==> config.mk <==
export PLATFORM = sky130hd
export DESIGN_NAME = boot_remap_ctl
export DESIGN_NICKNAME = d
export VERILOG_FILES = /design/src/rtl/brm_pkg.sv /design/src/rtl/brm_ctrl.sv /design/src/rtl/brm_datapath.sv /design/src/rtl/boot_remap_ctl.sv
export SDC_FILE = /design/constraint.sdc
export NUM_CORES = 1
export LEC_CHECK = 0
export BUFFER_PORTS_ARGS = -buffer_cell sky130_fd_sc_hd__buf_2
export CORE_AREA = 10 10 455 457
export CTS_CLUSTER_SIZE = 40
export DETAILED_ROUTE_END_ITERATION = 16
export DIE_AREA = 0 0 465 467
export GPL_ROUTABILITY_DRIVEN = 1
export HOLD_SLACK_MARGIN = 0.06
export SYNTH_ARGS = -nofsm -noshare
export SYNTH_HDL_FRONTEND = slang
export SYNTH_HIERARCHICAL = 1
export SYNTH_SLANG_ARGS = --single-unit
export TNS_END_PERCENT = 1
==> constraint.sdc <==
create_clock -name clk -period 2.18 [get_ports clk]
set_input_delay 0.109 -clock clk [delete_from_list [all_inputs] [get_ports clk]]
set_output_delay 0.109 -clock clk [all_outputs]
set_load 0.02 [all_outputs]
==> src/rtl/brm_pkg.sv <==
package brm_pkg;

  localparam int unsigned WORD_W   = 32;
  localparam int unsigned BASE_LSB = 20;
  localparam int unsigned SIZE_LSB = 16;
  localparam int unsigned SIZE_W   = 4;
  localparam int unsigned IDX_W    = 5;

  localparam logic [7:0] OFS_PRIO = 8'h80;
  localparam logic [7:0] OFS_IDLE = 8'h84;
  localparam logic [7:0] OFS_CTRL = 8'h88;
  localparam logic [7:0] OFS_REV  = 8'h8C;

  localparam logic [WORD_W-1:0] SIZE_FIELD_MASK = 32'h000F_0000;

  typedef enum logic [2:0] {
    ACC_SLAVE,
    ACC_PRIO,
    ACC_IDLE,
    ACC_CTRL,
    ACC_REV,
    ACC_BAD
  } accKind_e;

  // Strobes from control to datapath, valid in the access cycle
  typedef struct packed {
    logic             loadRemap;
    logic             loadCtrl;
    logic             rdValid;
    logic             clrRd;
    accKind_e         kind;
    logic [IDX_W-1:0] slvIdx;
  } dpStrobe_t;

  function automatic logic [WORD_W-1:0] baseOf(input logic [WORD_W-1:0] cfg);
    return {cfg[WORD_W-1:BASE_LSB], {BASE_LSB{1'b0}}};
  endfunction

endpackage

==> src/rtl/brm_ctrl.sv <==
module brm_ctrl
  import brm_pkg::*;
#(
  parameter int unsigned NUM_SLAVES = 32,
  parameter int unsigned ADDR_W     = 12
) (
  input  logic              clk,
  input  logic              rstN,
  input  logic              regSel,
  input  logic              regWrEn,
  input  logic [ADDR_W-1:0] regAddr,
  input  logic [3:0]        regBe,
  input  logic              wrRemapBit,
  output dpStrobe_t         strobe,
  output logic              remapped,
  output logic              regErr
);

  localparam logic [ADDR_W-1:0] SLAVE_END = ADDR_W'(NUM_SLAVES * 4);

  accKind_e kind;
  logic     aligned;
  logic     fullWord;
  logic     accessOk;
  logic     isCtrlWr;
  logic     badClear;
  logic     errNext;

  always_comb begin
    aligned  = (regAddr[1:0] == 2'b00);
    fullWord = &regBe;
    if (!aligned) begin
      kind = ACC_BAD;
    end else if (regAddr < SLAVE_END) begin
      kind = ACC_SLAVE;
    end else if (regAddr == ADDR_W'(OFS_PRIO)) begin
      kind = ACC_PRIO;
    end else if (regAddr == ADDR_W'(OFS_IDLE)) begin
      kind = ACC_IDLE;
    end else if (regAddr == ADDR_W'(OFS_CTRL)) begin
      kind = ACC_CTRL;
    end else if (regAddr == ADDR_W'(OFS_REV)) begin
      kind = ACC_REV;
    end else begin
      kind = ACC_BAD;
    end
  end

  always_comb begin
    accessOk = regSel && fullWord && (kind != ACC_BAD);
    isCtrlWr = accessOk && regWrEn && (kind == ACC_CTRL);
    badClear = isCtrlWr && remapped && !wrRemapBit;
    errNext  = regSel && (!accessOk || badClear);

    strobe.loadRemap = isCtrlWr && wrRemapBit && !remapped;
    strobe.loadCtrl  = isCtrlWr && !badClear;
    strobe.rdValid   = accessOk && !regWrEn;
    strobe.clrRd     = regSel && !(accessOk && !regWrEn);
    strobe.kind      = kind;
    strobe.slvIdx    = IDX_W'(regAddr >> 2);
  end

  always_ff @(posedge clk or negedge rstN) begin
    if (!rstN) begin
      remapped <= 1'b0;
      regErr   <= 1'b0;
    end else begin
      remapped <= remapped | strobe.loadRemap;
      regErr   <= errNext;
    end
  end

  // remap is one-way until reset
  p_sticky_r6: assert property (@(posedge clk) disable iff (!rstN)
    remapped |=> remapped);

  // clearing the enable after remap is flagged
  p_bad_clear_err_r6: assert property (@(posedge clk) disable iff (!rstN)
    (regSel && regWrEn && &regBe && regAddr == ADDR_W'(OFS_CTRL)
     && remapped && !wrRemapBit) |=> regErr);

  // partial-word access is always an error
  p_partial_err_r8: assert property (@(posedge clk) disable iff (!rstN)
    (regSel && !(&regBe)) |=> regErr);

  // partial-word access never triggers remap
  p_partial_no_remap_r8: assert property (@(posedge clk) disable iff (!rstN)
    (regSel && !(&regBe) && !remapped) |=> !remapped);

endmodule

==> src/rtl/brm_datapath.sv <==
module brm_datapath
  import brm_pkg::*;
#(
  parameter int unsigned       NUM_SLAVES = 32,
  parameter int unsigned       ROM_SLAVE  = 4,
  parameter int unsigned       RAM_SLAVE  = 6,
  parameter logic [31:0]       REV_CODE   = 32'h0001_0301
) (
  input  logic                         clk,
  input  logic                         rstN,
  input  dpStrobe_t                    strobe,
  input  logic                         remapped,
  input  logic [WORD_W-1:0]            wrData,
  input  logic [NUM_SLAVES*WORD_W-1:0] slaveCfg,
  output logic [WORD_W-1:0]            romBase,
  output logic [WORD_W-1:0]            ramBase,
  output logic [WORD_W-1:0]            regRdata
);

  logic [WORD_W-1:0] cfgWord [NUM_SLAVES];

  for (genvar n = 0; n < NUM_SLAVES; n++) begin : g_cfg
    assign cfgWord[n] = slaveCfg[n*WORD_W +: WORD_W];
  end

  logic [WORD_W-1:0] romCfg;
  logic [WORD_W-1:0] ramCfg;
  logic [WORD_W-1:0] newRamBase;
  logic [WORD_W-1:0] newRomBase;
  logic [5:0]        sizeShift;
  logic [WORD_W-1:0] romBaseReg;
  logic [WORD_W-1:0] ramBaseReg;
  logic [WORD_W-1:0] ctrlReg;
  logic [WORD_W-1:0] readMux;

  assign romCfg = cfgWord[ROM_SLAVE];
  assign ramCfg = cfgWord[RAM_SLAVE];

  always_comb begin
    sizeShift  = 6'(ramCfg[SIZE_LSB +: SIZE_W]) + 6'(BASE_LSB);
    newRamBase = baseOf(romCfg);
    newRomBase = newRamBase + (32'd1 << sizeShift);
  end

  assign romBase = remapped ? romBaseReg : baseOf(romCfg);
  assign ramBase = remapped ? ramBaseReg : baseOf(ramCfg);

  always_comb begin
    unique case (strobe.kind)
      ACC_SLAVE: begin
        if (strobe.slvIdx == IDX_W'(ROM_SLAVE)) begin
          readMux = romBase | (romCfg & SIZE_FIELD_MASK);
        end else if (strobe.slvIdx == IDX_W'(RAM_SLAVE)) begin
          readMux = ramBase | (ramCfg & SIZE_FIELD_MASK);
        end else begin
          readMux = cfgWord[strobe.slvIdx];
        end
      end
      ACC_CTRL: readMux = ctrlReg | {{(WORD_W-1){1'b0}}, remapped};
      ACC_REV:  readMux = REV_CODE;
      default:  readMux = '0;
    endcase
  end

  always_ff @(posedge clk or negedge rstN) begin
    if (!rstN) begin
      romBaseReg <= '0;
      ramBaseReg <= '0;
      ctrlReg    <= '0;
      regRdata   <= '0;
    end else begin
      if (strobe.loadRemap) begin
        ramBaseReg <= newRamBase;
        romBaseReg <= newRomBase;
      end
      if (strobe.loadCtrl) begin
        ctrlReg <= wrData;
      end
      if (strobe.rdValid) begin
        regRdata <= readMux;
      end else if (strobe.clrRd) begin
        regRdata <= '0;
      end
    end
  end

  // relocated RAM base is the old ROM base field
  p_remap_ram_r4: assert property (@(posedge clk) disable iff (!rstN)
    strobe.loadRemap |=> (remapped &&
      ramBase == {$past(romCfg[WORD_W-1:BASE_LSB]), {BASE_LSB{1'b0}}}));

  // stored bases stay put once remapped
  p_frozen_bases_r12: assert property (@(posedge clk) disable iff (!rstN)
    remapped |=> ($stable(romBase) && $stable(ramBase)));

endmodule

==> src/rtl/boot_remap_ctl.sv <==
module boot_remap_ctl
  import brm_pkg::*;
#(
  parameter int unsigned NUM_SLAVES = 32,
  parameter int unsigned ROM_SLAVE  = 4,
  parameter int unsigned RAM_SLAVE  = 6,
  parameter int unsigned ADDR_W     = 12,
  parameter logic [31:0] REV_CODE   = 32'h0001_0301
) (
  input  logic                         clk,
  input  logic                         rstN,
  input  logic                         regSel,
  input  logic                         regWrEn,
  input  logic [ADDR_W-1:0]            regAddr,
  input  logic [3:0]                   regBe,
  input  logic [WORD_W-1:0]            regWdata,
  input  logic [NUM_SLAVES*WORD_W-1:0] slaveCfg,
  output logic [WORD_W-1:0]            regRdata,
  output logic                         regErr,
  output logic [WORD_W-1:0]            romBase,
  output logic [WORD_W-1:0]            ramBase,
  output logic                         remapped
);

  dpStrobe_t strobe;

  brm_ctrl #(
    .NUM_SLAVES(NUM_SLAVES),
    .ADDR_W    (ADDR_W)
  ) u_ctrl (
    .clk       (clk),
    .rstN      (rstN),
    .regSel    (regSel),
    .regWrEn   (regWrEn),
    .regAddr   (regAddr),
    .regBe     (regBe),
    .wrRemapBit(regWdata[0]),
    .strobe    (strobe),
    .remapped  (remapped),
    .regErr    (regErr)
  );

  brm_datapath #(
    .NUM_SLAVES(NUM_SLAVES),
    .ROM_SLAVE (ROM_SLAVE),
    .RAM_SLAVE (RAM_SLAVE),
    .REV_CODE  (REV_CODE)
  ) u_dp (
    .clk     (clk),
    .rstN    (rstN),
    .strobe  (strobe),
    .remapped(remapped),
    .wrData  (regWdata),
    .slaveCfg(slaveCfg),
    .romBase (romBase),
    .ramBase (ramBase),
    .regRdata(regRdata)
  );

  // an errored access never returns data
  p_err_reads_zero_r9: assert property (@(posedge clk) disable iff (!rstN)
    regErr |-> (regRdata == '0));

  // a write returns zero read data on the next cycle
  p_write_zero_r10: assert property (@(posedge clk) disable iff (!rstN)
    (regSel && regWrEn) |=> (regRdata == '0));

endmodule

# Yosys cells after proc, flatten, opt, wreduce, memory -nomap -nowiden
# Cells that the tools add are included.
# W data, S select, Z words.
# word_totals
in_bits	1076
rom_bits	0
latchBits	0
memories	0
output_inout_bits	98
ram_bits	0
regBits	110
elab_cells	64
# op_classes
addsub	2
div_mod_pow	0
n_reduce_logical	23
eq_ne	9
n_mul	0
n_shift	1
muxes	16
magnitude_cmp	2
n_bitwise	5
# ops
operator	n
$mux W32	8
$bmux W32 S5	1
$pmux W32 S3	1
$or A32 B20 Y32	2
$eq A12 B8 Y1 const B	4
$add A32 B32 Y32	1
$or A32 B1 Y32	1
$shl A1 B6 Y32 const A	1
$mux W3	5
$logic_and A1 B1 Y1	12
$lt A12 B8 Y1 const B	1
$eq A5 B3 Y1 const B	2
$add A4 B5 Y6 const B	1
$ge A6 B6 Y1 const B	1
$logic_not A1 Y1	6
$not A5 Y6	1
$reduce_and A4 Y1	1
$eq A3 B2 Y1 const B	1
$eq A3 B3 Y1 const B	1
$logic_not A3 Y1	1
$ne A3 B3 Y1 const B	1
$logic_not A2 Y1	1
$reduce_bool A2 Y1	1
$logic_or A1 B1 Y1	1
other kinds (2)	2

# Logic depth before layout (Yosys ltp)
# Gate-level depths: netlist of the first run.
# depth
ltp_word	15
depth_mapped	11
ltp_nobuf	10

# Hierarchy
# Netlist of the first run, hierarchy kept.
# modules_own_cells
mod	instances	seq_area_each_um2	area_each_um2	cells_per_inst
brm_datapath	1	2702.6	13892.1	1168
brm_ctrl	1	50.0	275.3	35

# Worst setup path before layout of the first run
# OpenSTA, ideal clock, no wires.
# synth_timing
path_type	input-to-reg
start	input port slaveCfg[210]
end	register u_dp.romBaseReg[30]
setup_ns	0.071
cell_stages	10
path_buffers	0
arrival_time_ns	2.438
required_time_ns	2.109
path_slack_ns	-0.330
cell_sequence	ha_1 > or3_1 > nor3_1 > ha_1 > fa_1 > a21oi_1 > o21ai_0 > a2111oi_0 > or4_1 > nand4_1
# synth_via
elab_chain_len	3
# synth_lines
item	line_no	source
from (decl)	boot_remap_ctl.sv:17	input logic [NUM_SLAVES*WORD_W-1:0] slaveCfg,
$add A4 B5 Y6	brm_datapath.sv:40	sizeShift = 6'(ramCfg[SIZE_LSB +: SIZE_W]) + 6'(BASE_LSB);
$shl A1 B6 Y32	brm_datapath.sv:42	newRomBase = newRamBase + (32'd1 << sizeShift);
$add A32 B32 Y32	brm_datapath.sv:42	
to (signal assigned)	brm_datapath.sv:74	romBaseReg <= newRomBase;
to (decl)	brm_datapath.sv:31	logic [WORD_W-1:0] romBaseReg;
# No other way between the ends.
# A chain may end at the register's enable or synchronous reset.

# Worst setup path in the final report of the first run
# layout_timing
start	input port regAddr[5]
end	register u_dp.regRdata[26]
# layout_via
elab_chain_len	13
elab_cells_between_ends	30
classes_between	order compare (1); eq/ne (9); mux (13); bitwise (1); reduce/logical (6)
# layout_lines
item	line_no	source
from (decl)	boot_remap_ctl.sv:14	input logic [ADDR_W-1:0] regAddr,
$eq A12 B8 Y1	brm_ctrl.sv:42	end else if (regAddr == ADDR_W'(OFS_REV)) begin
$mux W1	brm_ctrl.sv:42	
$mux W3	brm_ctrl.sv:40	end else if (regAddr == ADDR_W'(OFS_CTRL)) begin
$mux W3	brm_ctrl.sv:38	end else if (regAddr == ADDR_W'(OFS_IDLE)) begin
$mux W3	brm_ctrl.sv:36	end else if (regAddr == ADDR_W'(OFS_PRIO)) begin
$mux W3	brm_ctrl.sv:34	end else if (regAddr < SLAVE_END) begin
$mux W3	brm_ctrl.sv:32	if (!aligned) begin
$ne A3 B3 Y1	brm_ctrl.sv:50	accessOk = regSel && fullWord && (kind != ACC_BAD);
$logic_and A1 B1 Y1	brm_ctrl.sv:50	
$logic_and A1 B1 Y1	brm_ctrl.sv:57, brm_ctrl.sv:58	
$logic_not A1 Y1	brm_ctrl.sv:58	strobe.clrRd = regSel && !(accessOk && !regWrEn);
$logic_and A1 B1 Y1	brm_ctrl.sv:58	
$reduce_bool A2 Y1 (no line)	n/a	
to (signal assigned)	brm_datapath.sv:80	regRdata <= readMux;
to (decl)	brm_datapath.sv:17	output logic [WORD_W-1:0] regRdata
# Several ways; a longest one is shown, not always the timed one. The select of a mux whose other input is x is not followed.

==> results of run 1 <==
per-stage QoR:
stage	hold slack [ns]	util [%]	instance area (um^2)
final	0.102	13.2	26200
after global routing	0.0942	13.2	26100
after CTS	0.0744	13.1	26000
after detailed placement	0.135	12.7	25200
after global placement	0.144	12.7	25200
after floorplan	-0.187	-	14300
critical path: stages:
cell and delay, ns:
sky130_fd_sc_hd__clkbuf_4 0.20, sky130_fd_sc_hd__buf_4 0.21, sky130_fd_sc_hd__or3b_4 0.44, sky130_fd_sc_hd__buf_12 0.17
sky130_fd_sc_hd__o221ai_1 0.45, sky130_fd_sc_hd__buf_4 0.22, sky130_fd_sc_hd__a211oi_1 0.08, sky130_fd_sc_hd__or4_1 0.50
sky130_fd_sc_hd__nand3_1 0.10
cell families (layout without fill, tap and decap cells):
kind of cell / count (synthesis) / after routing / synth area share (%)
AOI/OAI and AO/OA: 327 / 327 / 16.9
other: 1 / 73 / 0.0265
adders and majority gates: 13 / 13 / 1.20
xor gates and xnor gates: 8 / 8 / 0.495
muxes: 423 / 423 / 48.8
DFF: 110 / 110 / 19.4
buffers and inverters: 163 / 1527 / 6.72
and+or+nand+nor: 158 / 158 / 6.39
sequential cells by signal, summed over array words and instances, names as in the netlist:
name and flops:
u_ctrl/remapped 1, u_dp/ramBaseReg 12, u_dp/regRdata 32, u_dp/ctrlReg 32, u_ctrl/regErr 1, u_dp/romBaseReg 32
Yosys cell counts, types with 5 or more instances:
| library cell | count | area, um^2 |
|---|---|---|
| sky130_fd_sc_hd__mux4_2 | 187 | 4210 |
| sky130_fd_sc_hd__xnor2_1 | 6 | 52.6 |
| sky130_fd_sc_hd__mux2i_1 | 134 | 1340 |
| sky130_fd_sc_hd__a211oi_1 | 14 | 105 |
| sky130_fd_sc_hd__dfrtp_1 | 110 | 2750 |
| sky130_fd_sc_hd__a21o_1 | 8 | 60.1 |
| sky130_fd_sc_hd__o31ai_1 | 5 | 37.5 |
| sky130_fd_sc_hd__o221ai_1 | 47 | 412 |
| sky130_fd_sc_hd__nand3_1 | 5 | 25.0 |
| sky130_fd_sc_hd__and2_1 | 25 | 156 |
| sky130_fd_sc_hd__o21ai_0 | 54 | 270 |
| sky130_fd_sc_hd__ha_1 | 12 | 150 |
| sky130_fd_sc_hd__o2bb2ai_1 | 5 | 43.8 |
| sky130_fd_sc_hd__a222oi_1 | 13 | 130 |
| sky130_fd_sc_hd__nor2b_1 | 21 | 131 |
| sky130_fd_sc_hd__a211o_1 | 9 | 78.8 |
| sky130_fd_sc_hd__a21oi_1 | 60 | 300 |
| sky130_fd_sc_hd__or4_1 | 5 | 37.5 |
| sky130_fd_sc_hd__a221o_1 | 9 | 90.1 |
| sky130_fd_sc_hd__buf_4 | 49 | 368 |
| sky130_fd_sc_hd__clkbuf_1 | 49 | 184 |
| sky130_fd_sc_hd__and3_1 | 10 | 62.6 |
| sky130_fd_sc_hd__mux4_1 | 14 | 368 |
| sky130_fd_sc_hd__a22oi_1 | 30 | 225 |
| sky130_fd_sc_hd__nand2_1 | 23 | 86.3 |
| sky130_fd_sc_hd__a22o_1 | 17 | 149 |
| sky130_fd_sc_hd__o21ai_1 | 9 | 45.0 |
| sky130_fd_sc_hd__inv_1 | 12 | 45.0 |
| sky130_fd_sc_hd__mux2_2 | 88 | 991 |
| sky130_fd_sc_hd__buf_2 | 29 | 145 |
| sky130_fd_sc_hd__nor2_1 | 36 | 135 |
| sky130_fd_sc_hd__buf_6 | 16 | 180 |
| sky130_fd_sc_hd__a21bo_1 | 5 | 50.1 |
| sky130_fd_sc_hd__buf_1 | 8 | 30.0 |
| sky130_fd_sc_hd__nor3_1 | 10 | 50.1 |
| sky130_fd_sc_hd__a21bo_2 | 16 | 160 |
routing by layer:
metal,GRT usage (%),routed length [um],vias to the layer above
met3,6.04,20300,312
met1,19.7,73500,9250
met2,27.3,87900,1321
li1,-,-,7807
met4,3.88,5140,86
met5,0,516,-
power by group through the flow:
stage	clock network (uW)	registers, uW	logic (uW)
global route	2050	2040	4750
floorplan	0	2080	1550
CTS	2010	2040	4570
detailed placement	0	2080	4490
global placement	0	2080	4460
finish	1920	2040	4450
what timing repair did:
| action | CTS | global route |
|---|---|---|
| resized for setup | 10 | 23 |
| endpoints found under the hold margin | 74 | 0 |
| setup endpoints to repair | 51 | 25 |
| pin swaps | 2 | 5 |
| cloned | 0 | 0 |
| setup buffers | 1 | 1 |
| hold buffers | 43 | 0 |
cell usage in the layout, fill, tap and decap left out, types with 43 or more instances in the layout:
cell type                       count
sky130_fd_sc_hd__mux2_2            88
sky130_fd_sc_hd__diode_2           53
sky130_fd_sc_hd__dfrtp_1          109
sky130_fd_sc_hd__a21oi_1           56
sky130_fd_sc_hd__mux4_2           187
sky130_fd_sc_hd__mux2i_1          130
sky130_fd_sc_hd__buf_2           1144
sky130_fd_sc_hd__o221ai_1          46
sky130_fd_sc_hd__dlygate4sd3_1     43
sky130_fd_sc_hd__o21ai_0           50
sky130_fd_sc_hd__buf_4            278
final cells by class:
| type | instances | share of cell area [%] |
|---|---|---|
| antenna | 53 | 0.506 |
| clock buffer | 10 | 0.912 |
| clock inverter | 6 | 0.239 |
| inverter | 12 | 0.172 |
| multi-input combinational | 949 | 41.0 |
| sequential | 110 | 10.5 |
| tap | 2656 | 12.7 |
| timing repair buffer | 1499 | 33.9 |
worst max-delay path by stage:
stage | endpoint | slack [ns] | depth (start not counted)
6_report | u_dp/regRdata[26] | 0.02 | 9
3_5_place_dp | u_dp/regRdata[9] | -1.11 | 13
3_3_place_gp | u_dp/regRdata[9] | -1.14 | 13
5_1_grt | u_dp/regRdata[2] | -0.02 | 10
2_1_floorplan | u_dp/romBaseReg[30] | -0.04 | 10
4_1_cts | u_dp/regRdata[9] | 0.004 | 9
==> parameters.txt, run 1 <==
Parameter                              Value

Final layout
  Fill cell instance count of the final layout    22814
  Final std cells w/o fill    5295
  Area growth syn-to-layout    84.9%
  Net total in the final layout    3670
  Share of final-layout standard cells stronger than drive strength 1    70.2%
  Total area of sequential cells    2750 um^2
  Footprint of the multi-input gates    10700 um^2

Power and ir drop
  Static power due to leakage    0.0121 uW
  Net Switching    3420 uW
  Total power    8400 uW
  Peak supply drop    0.413 mV
  Part of the power in the clock network    22.8%
  Internal power consumption    4980 uW
  Relative contribution of sequential cells to total power    24.3%
  Net Sw Frac    40.7%
  Total power divided by cell area    321 nW/um^2
  Comb pwr share    52.9%

Detailed routing
  Drt via density    3.55
  Wire length per cell    35.4 um
  Total wire length after detailed routing    187000 um
  Detailed-route DRC error count    0
  Violation count after the first detailed-route iteration    1497
  ANT nets after route    0
  First drt pass iteration count    7
  Total number of vias    18776

Place
  Half-perimeter wire length after detailed placement    174000 um
  Count of input and output buffers    1153
  Inst Count DP    5183
  Final weighted congestion of routability-driven global placement    0.969
  Post-placement setup slack    -1.11 ns

Floorplan
  Total I/O pin count    1174
  Placeable core region    198000 um^2
  Row cnt    164
  Area of the die    217000 um^2
  Initial core utilization    7.14%
  Chip width    465 um
  Die outline height    467 um

STA
  Number of max-slew violations in the final report    0
  Final worst path period share    99.0%
  Final setup skew    0.0172 ns
  Final hold viol count    0
  Aggregate negative setup slack    0 ns
  Worst-case headroom to the max-slew limit    44.6%
  Number of setup violations in the final report    0
  Post-route minimum period    2.16 ns
  Final Worst Setup Slack    0.0214 ns
  Maximum frequency from static timing analysis    0.463 GHz
  Tightest Pin Transition    0.827 ns

Clock tree
  Sinks on the clock net    110
  TritonCTS clock tree    done
  Clock latency on the worst-skew pair    0.43 ns
  TritonCTS buffer count    9
  Depth of the CTS H-tree    3
  Clock slew at reported path FFs    0.10 ns
  CTS Root Buffer Type    sky130_fd_sc_hd__clkbuf_16
  Number of buffers on the longest clock path    2

Status
  Result of the run    completed

Yosys
  Synth warnings    6
  FFs w/ async S/R, synth    100%
  Sequential-to-total area share from yosys stat    19.4%
  Syn avg cell area    11.8 um^2
  Most used DFF post-synth    sky130_fd_sc_hd__dfrtp_1
  FF+latch count, synth    110
  Post-synth EDFFs    0
  Cell Area, Synth    14200 um^2
  Gate count of the mapped netlist    1203
  Number of distinct library cell variants in the gate-level netlist after synthesis    74

Global route
  Number of antenna violations at the first check in global routing    223
  Global-route wire length before repair    228000 um
  Pin count of the biggest net entering global routing    41
  Tot GR Track Use    16.3%
  Vias in the first global route    19877
  Residual overflow from global routing    0

Critical path
  Worst r2r src    u_ctrl/remapped
  Startpoint class of the critical path    input port
  Slack of the worst reg-to-reg path    0.06 ns
  Depth of the worst register-to-register path    7
  Peak fanout along the critical path    11
  Reg-to-reg endpoint    u_dp/regRdata[30]
  Required time of the critical path    2.55 ns
  Arrival @ worst endpoint    2.53 ns
  Critical path endpoint category    flop
  Type of the setup path with the least slack    in2reg
  Beginning of the critical path    regAddr[5]

Min path
  Destination of the worst hold path    u_dp/ramBaseReg[26]
  Path type of the worst min-delay path    in2reg
  Number of cells traversed by the worst hold path    2
  Start point of the worst hold path    slaveCfg[154]

Flow run
  Max-cap violations    0
Note: power is estimated with default switching activity, not from simulation.
==> inputs of run 2 (changes only) <==
--- a/config.mk
+++ b/config.mk
@@ -12,6 +12,7 @@
 export DIE_AREA = 0 0 465 467
 export GPL_ROUTABILITY_DRIVEN = 1
 export HOLD_SLACK_MARGIN = 0.06
+export RECOVER_POWER = 25
 export SYNTH_ARGS = -nofsm -noshare
 export SYNTH_HDL_FRONTEND = slang
 export SYNTH_HIERARCHICAL = 1
==> parameters.txt, run 2 (synthesized netlist as in run 1, its figures left out) <==
Parameter                              Value

Clock tree
  Number of buffers on the longest clock path    2 (unchanged)
  TritonCTS clock tree    done
  Clock latency on the worst-skew pair    0.43 ns (about the same)
  TritonCTS buffer count    9 (unchanged)
  Depth of the CTS H-tree    3 (unchanged)
  Clock slew at reported path FFs    0.10 ns (about the same)
  Sinks on the clock net    110 (unchanged)
  CTS Root Buffer Type    sky130_fd_sc_hd__clkbuf_16

Final layout
  Final std cells w/o fill    5291 (-0.076%)
  Area growth syn-to-layout    84.6%
  Area of all placed cells without fillers    26200 um^2 (-0.13%)
  Net total in the final layout    3670 (unchanged)
  Commonest non-fill, non-tap cells in the layout    sky130_fd_sc_hd__buf_2 (1144), sky130_fd_sc_hd__buf_4 (274), sky130_fd_sc_hd__mux4_2 (187)
  Fill cell instance count of the final layout    22816 (+0.0088%)
  Footprint of the multi-input gates    10700 um^2 (unchanged)
  Leading registers by flop count    u_dp/ctrlReg x32, u_dp/regRdata x32, u_dp/romBaseReg x32
  Most frequent standard cell in the layout excluding fill and tap cells    sky130_fd_sc_hd__buf_2
  Share of final-layout standard cells stronger than drive strength 1    70.1% (-0.077 points)
  Total area of sequential cells    2750 um^2 (unchanged)

STA
  Final Worst Setup Slack    -0.0135 ns (-0.0349 ns)
  Final hold slack    0.105 ns (+0.00242 ns)
  Final hold viol count    0 (unchanged)
  Maximum frequency from static timing analysis    0.456 GHz (-1.6%)
  Final setup skew    0.0153 ns (-0.00194 ns)
  Number of setup violations in the final report    1 (+1)
  Worst-case headroom to the max-slew limit    26.9% (-18 points)
  Post-route minimum period    2.19 ns (+0.0349 ns)
  Tightest Pin Transition    1.10 ns (+0.270 ns)
  Final worst path period share    101% (+1.6 points)
  Number of max-slew violations in the final report    0 (unchanged)
  Aggregate negative setup slack    -0.0135 ns (-0.0135 ns)

Detailed routing
  Total wire length after detailed routing    187000 um (about the same)
  Total number of vias    18850 (+0.39%)
  Detailed-route DRC error count    0 (unchanged)
  First drt pass iteration count    5 (-2)
  Wire length per cell    35.4 um (+0.12%)
  Drt via density    3.56 (+0.47%)
  Violation count after the first detailed-route iteration    1486 (-0.73%)
  ANT nets after route    0 (unchanged)

Flow run
  Max-cap violations    0 (unchanged)

Critical path
  Cell family with most CP delay    compound AO/OA/AOI/OAI gates
  Startpoint class of the critical path    input port
  Critical-path cell list    clkbuf_4 > nor3_4 > buf_4 > nand3_1 > nor2_2 > buf_4 > nor3_4 > and2_4 > and2_4 > buf_12 > a222oi_1 > a21bo_2
  Type of the setup path with the least slack    in2reg
  Slowest CP cell    sky130_fd_sc_hd__a222oi_1
  Arrival @ worst endpoint    2.51 ns (-0.02 ns)
  Critical path endpoint category    flop
  Number of buffers and inverters on the critical path    4 (unchanged)
  Required time of the critical path    2.50 ns (-0.05 ns)
  Peak fanout along the critical path    14 (+3)
  Crit-path max cell delay    0.66 ns (+0.16 ns)

Place
  Half-perimeter wire length after detailed placement    174000 um (unchanged)
  Count of input and output buffers    1153 (unchanged)
  Inst Count DP    5183 (unchanged)
  Area after detailed placement    25200 um^2 (unchanged)
  Final weighted congestion of routability-driven global placement    0.969 (unchanged)

Status
  Failing checks    setup timing
  Result of the run    finished, violations left

Global route
  Number of antenna violations at the first check in global routing    223 (unchanged)
  Pin count of the biggest net entering global routing    41 (unchanged)
  Global-route wire length before repair    228000 um (unchanged)
  Vias in the first global route    19877 (unchanged)
  Tot GR Track Use    16.3% (unchanged)
  Residual overflow from global routing    0 (unchanged)

Power and ir drop
  Total power    8400 uW (about the same)
  Static power due to leakage    0.0121 uW (-0.11%)
  Total power divided by cell area    321 nW/um^2 (about the same)
  Peak supply drop    0.415 mV (+0.38%)

Floorplan
  Total I/O pin count    1174 (unchanged)
  Placeable core region    198000 um^2 (unchanged)
  Area of the die    217000 um^2 (unchanged)
  Die outline height    467 um (unchanged)
  Chip width    465 um (unchanged)
  Initial core utilization    7.14% (unchanged)
  Row cnt    164 (unchanged)

Min path
  Path type of the worst min-delay path    in2reg
## run 2: cell types whose count changed in the layout (fill, tap and decap cells not counted), sizes merged
cell / change
buf: -5
clkbuf: +5
diode: -4
## run 2: metrics by stage
stage	utilization (%)	setup slack [ns]
finish	13.2	-0.0135
global route	13.1	-0.0202
CTS	13.1	0.00355
detailed placement	12.7	-1.11
global placement	12.7	-1.14
floorplan	-	-0.0355
## run 2: timing repair
| item | in CTS | in global routing |
|---|---|---|
| resized for setup | 10 | 23 |
| pin swaps | 2 | 5 |
| hold endpoints to repair | 74 | 0 |
| buffers inserted | 1 | 1 |
| cloned | 0 | 0 |
| hold buffers | 43 | 0 |
| endpoints found under the setup margin | 51 | 25 |
## run 2: final timing paths
check	startpoint	endpoint	slack [ns]	depth (start not counted)
max in group asynchronous	rstN	u_dp/regRdata[12]	0.35	3
min in group asynchronous	rstN	u_dp/ramBaseReg[20]	0.42	2
min reg2reg	u_dp/romBaseReg[18]	u_dp/romBaseReg[18]	0.49	1
max reg2reg	u_ctrl/remapped	u_dp/regRdata[11]	0.07	5
min	slaveCfg[154]	u_dp/ramBaseReg[26]	0.10	2
max	regAddr[5]	u_dp/regRdata[11]	-0.01	12
## run 2: report_power, final
group	switching, uW	total [uW]	leakage, uW	internal (uW)
Combinational	2350	4450	0.0105	2100
Clock	1070	1910	0.000142	840
Sequential	0.230	2040	0.00152	2040
## run 2: layer usage
| layer | track usage, % | up-vias | routed length [um] |
|---|---|---|---|
| met1 | 19.7 | 9284 | 73800 |
| met5 | 0 | - | 534 |
| met3 | 6.04 | 325 | 20000 |
| met4 | 3.88 | 88 | 5210 |
| li1 | - | 7806 | - |
| met2 | 27.3 | 1347 | 87800 |
## run 2: cell type report
cell class | count | area share, %
inverter | 12 | 0.172
multi-input combinational | 949 | 41.1
clock inverter | 6 | 0.239
tap | 2656 | 12.7
sequential | 110 | 10.5
clock buffer | 10 | 0.914
antenna | 49 | 0.469
timing repair buffer | 1499 | 33.9
## run 2: worst register-to-register path, stage by stage (launching register included)
cell and delay (ns):
sky130_fd_sc_hd__dfrtp_2 0.50, sky130_fd_sc_hd__nor4b_2 0.20, sky130_fd_sc_hd__and2_4 0.17, sky130_fd_sc_hd__buf_12 0.14, sky130_fd_sc_hd__a222oi_1 0.68, sky130_fd_sc_hd__a21bo_2 0.30
==> inputs of run 3 (changes only) <==
--- a/config.mk
+++ b/config.mk
@@ -12,7 +12,7 @@
 export DIE_AREA = 0 0 465 467
 export GPL_ROUTABILITY_DRIVEN = 1
 export HOLD_SLACK_MARGIN = 0.06
-export RECOVER_POWER = 25
+export RECOVER_POWER = 50
 export SYNTH_ARGS = -nofsm -noshare
 export SYNTH_HDL_FRONTEND = slang
 export SYNTH_HIERARCHICAL = 1
==> parameters.txt, run 3 (synthesized netlist as in run 1, its figures left out) <==
Parameter                              Value

Detailed routing
  Violation count after the first detailed-route iteration    1512 (+1.7%)
  Detailed-route DRC error count    0 (unchanged)
  Total wire length after detailed routing    187000 um (about the same)
  Total number of vias    18913 (+0.33%)
  ANT nets after route    0 (unchanged)
  First drt pass iteration count    7 (+2)
  Wire length per cell    35.4 um (about the same)
  Drt via density    3.57 (+0.26%)

Clock tree
  Clock latency on the worst-skew pair    0.43 ns (about the same)
  Number of buffers on the longest clock path    2 (unchanged)
  CTS Root Buffer Type    sky130_fd_sc_hd__clkbuf_16
  TritonCTS buffer count    9 (unchanged)
  Sinks on the clock net    110 (unchanged)
  TritonCTS clock tree    done
  Clock slew at reported path FFs    0.10 ns (about the same)
  Depth of the CTS H-tree    3 (unchanged)

Critical path
  Arrival @ worst endpoint    2.50 ns (about the same)
  Critical path endpoint category    flop
  Required time of the critical path    2.50 ns (about the same)
  Type of the setup path with the least slack    in2reg
  Peak fanout along the critical path    14 (unchanged)
  Worst r2r src    u_ctrl/remapped
  Startpoint class of the critical path    input port
  Beginning of the critical path    regAddr[5]

Place
  Inst Count DP    5183 (unchanged)
  Final weighted congestion of routability-driven global placement    0.969 (unchanged)
  Area after detailed placement    25200 um^2 (unchanged)
  Half-perimeter wire length after detailed placement    174000 um (unchanged)
  Count of input and output buffers    1153 (unchanged)

Global route
  Pin count of the biggest net entering global routing    41 (unchanged)
  Vias in the first global route    19877 (unchanged)
  Tot GR Track Use    16.3% (unchanged)
  Number of antenna violations at the first check in global routing    223 (unchanged)
  Residual overflow from global routing    0 (unchanged)
  Global-route wire length before repair    228000 um (unchanged)

Final layout
  Fill cell instance count of the final layout    22840 (+0.11%)
  Commonest non-fill, non-tap cells in the layout    sky130_fd_sc_hd__buf_2 (1111), sky130_fd_sc_hd__buf_4 (272), sky130_fd_sc_hd__mux4_2 (187)
  Net total in the final layout    3670 (unchanged)
  Share of final-layout standard cells stronger than drive strength 1    68.8% (-1.3 points)
  Most frequent standard cell in the layout excluding fill and tap cells    sky130_fd_sc_hd__buf_2
  Area growth syn-to-layout    84.4%
  Leading registers by flop count    u_dp/ctrlReg x32, u_dp/regRdata x32, u_dp/romBaseReg x32
  Area of all placed cells without fillers    26100 um^2 (-0.14%)
  Final std cells w/o fill    5295 (+0.076%)

Floorplan
  Initial core utilization    7.14% (unchanged)
  Area of the die    217000 um^2 (unchanged)
  Die outline height    467 um (unchanged)
  Total I/O pin count    1174 (unchanged)
  Chip width    465 um (unchanged)
  Placeable core region    198000 um^2 (unchanged)
  Row cnt    164 (unchanged)

Power and ir drop
  Net Sw Frac    40.7% (-0.045 points)
  Net Switching    3420 uW (-0.19%)
  Total power divided by cell area    321 nW/um^2 (about the same)
  Peak supply drop    0.412 mV (-0.80%)
  Internal power consumption    4980 uW (about the same)
  Relative contribution of sequential cells to total power    24.3% (about the same)
  Part of the power in the clock network    22.8% (about the same)
  Total power    8390 uW (about the same)
  Comb pwr share    52.9% (about the same)
  Static power due to leakage    0.0120 uW (-1.2%)

Min path
  Path type of the worst min-delay path    in2reg
  Start point of the worst hold path    slaveCfg[154]

STA
  Tightest Pin Transition    1.10 ns (+0.00589 ns)
  Post-route minimum period    2.18 ns (-0.0123 ns)
  Final setup skew    0.0169 ns (+0.00158 ns)
  Worst-case headroom to the max-slew limit    26.5% (-0.39 points)
  Number of max-slew violations in the final report    0 (unchanged)
  Final Worst Setup Slack    -0.00119 ns (+0.0123 ns)
  Number of setup violations in the final report    1 (unchanged)
  Final hold viol count    0 (unchanged)
  Maximum frequency from static timing analysis    0.458 GHz (+0.56%)
  Final worst path period share    100% (-0.56 points)

Flow run
  Max-cap violations    0 (unchanged)

Status
  Result of the run    finished, violations left
  Failing checks    setup timing
[run 3: changes by cell type in the layout (fill, tap and decap cells not counted)]
| cell | previous run | this run |
|---|---|---|
| sky130_fd_sc_hd__clkbuf_1 | 2 | 36 |
| sky130_fd_sc_hd__diode_2 | 49 | 53 |
| sky130_fd_sc_hd__buf_4 | 274 | 272 |
| sky130_fd_sc_hd__clkbuf_2 | 2 | 3 |
| sky130_fd_sc_hd__buf_2 | 1144 | 1111 |
[run 3: power groups by stage]
stage / Clock, uW / Combinational, uW / Sequential (uW)
final: 1910 / 4440 / 2040
after global routing: 2050 / 4740 / 2040
after CTS: 2010 / 4570 / 2040
after detailed placement: 0 / 4490 / 2080
after global placement: 0 / 4460 / 2080
after floorplan: 0 / 1550 / 2080
[run 3: final cells by class]
cell class	instances	area (um^2)	area share (%)
well taps	2656	3320	12.7
clock buffers	10	239	0.915
clock inverters	6	62.6	0.239
diodes	53	133	0.508
inverters	12	45.0	0.172
multi-input cells	949	10700	41.1
flip-flops and latches	110	2750	10.5
repair buffers	1499	8820	33.8
[run 3: final timing paths]
check                           slack (ns)                  end  cells after the start
worst max register to register        0.09    u_dp/regRdata[11]                      5
worst max-delay path                -0.001    u_dp/regRdata[11]                     12
max in group asynchronous             0.33     u_dp/ctrlReg[10]                      3
worst min-delay path                  0.10  u_dp/ramBaseReg[26]                      2
worst min register to register        0.49  u_dp/romBaseReg[18]                      1
min in group asynchronous             0.42  u_dp/ramBaseReg[20]                      2
[run 3: worst max-delay path: stages]
cell and delay, ns:
sky130_fd_sc_hd__clkbuf_4 0.20, sky130_fd_sc_hd__nor3_4 0.20, sky130_fd_sc_hd__buf_4 0.17, sky130_fd_sc_hd__nand3_1 0.10, sky130_fd_sc_hd__nor2_2 0.11, sky130_fd_sc_hd__buf_4 0.13, sky130_fd_sc_hd__nor3_4 0.04, sky130_fd_sc_hd__and2_4 0.17
sky130_fd_sc_hd__and2_4 0.14, sky130_fd_sc_hd__buf_12 0.14, sky130_fd_sc_hd__a222oi_1 0.64, sky130_fd_sc_hd__a21bo_2 0.30
[run 3: layer usage]
layer	GRT usage [%]	vias up	routed length (um)
met4	3.88	88	5160
li1	-	7809	-
met3	6.04	311	20400
met1	19.7	9356	73500
met2	27.3	1349	87700
met5	0	-	550
[run 3: repair_timing]
item                                   in CTS  in global routing
hold buffers                               43                  0
setup buffers                               1                  1
pin swaps                                   2                  5
gates resized for setup                    10                 23
endpoints found under the hold margin      74                  0
setup endpoints to repair                  51                 25
[run 3: through the flow]
step / TNS, ns / hold WS, ns / setup WS (ns) / util [%]
after CTS: 0 / 0.0744 / 0.00355 / 13.1
after global routing: -0.0267 / 0.0942 / -0.0202 / 13.1
after floorplan: -0.0945 / -0.187 / -0.0355 / -
after detailed placement: -44.95 / 0.135 / -1.11 / 12.7
final: -0.00119 / 0.103 / -0.00119 / 13.2
after global placement: -45.45 / 0.144 / -1.14 / 12.7
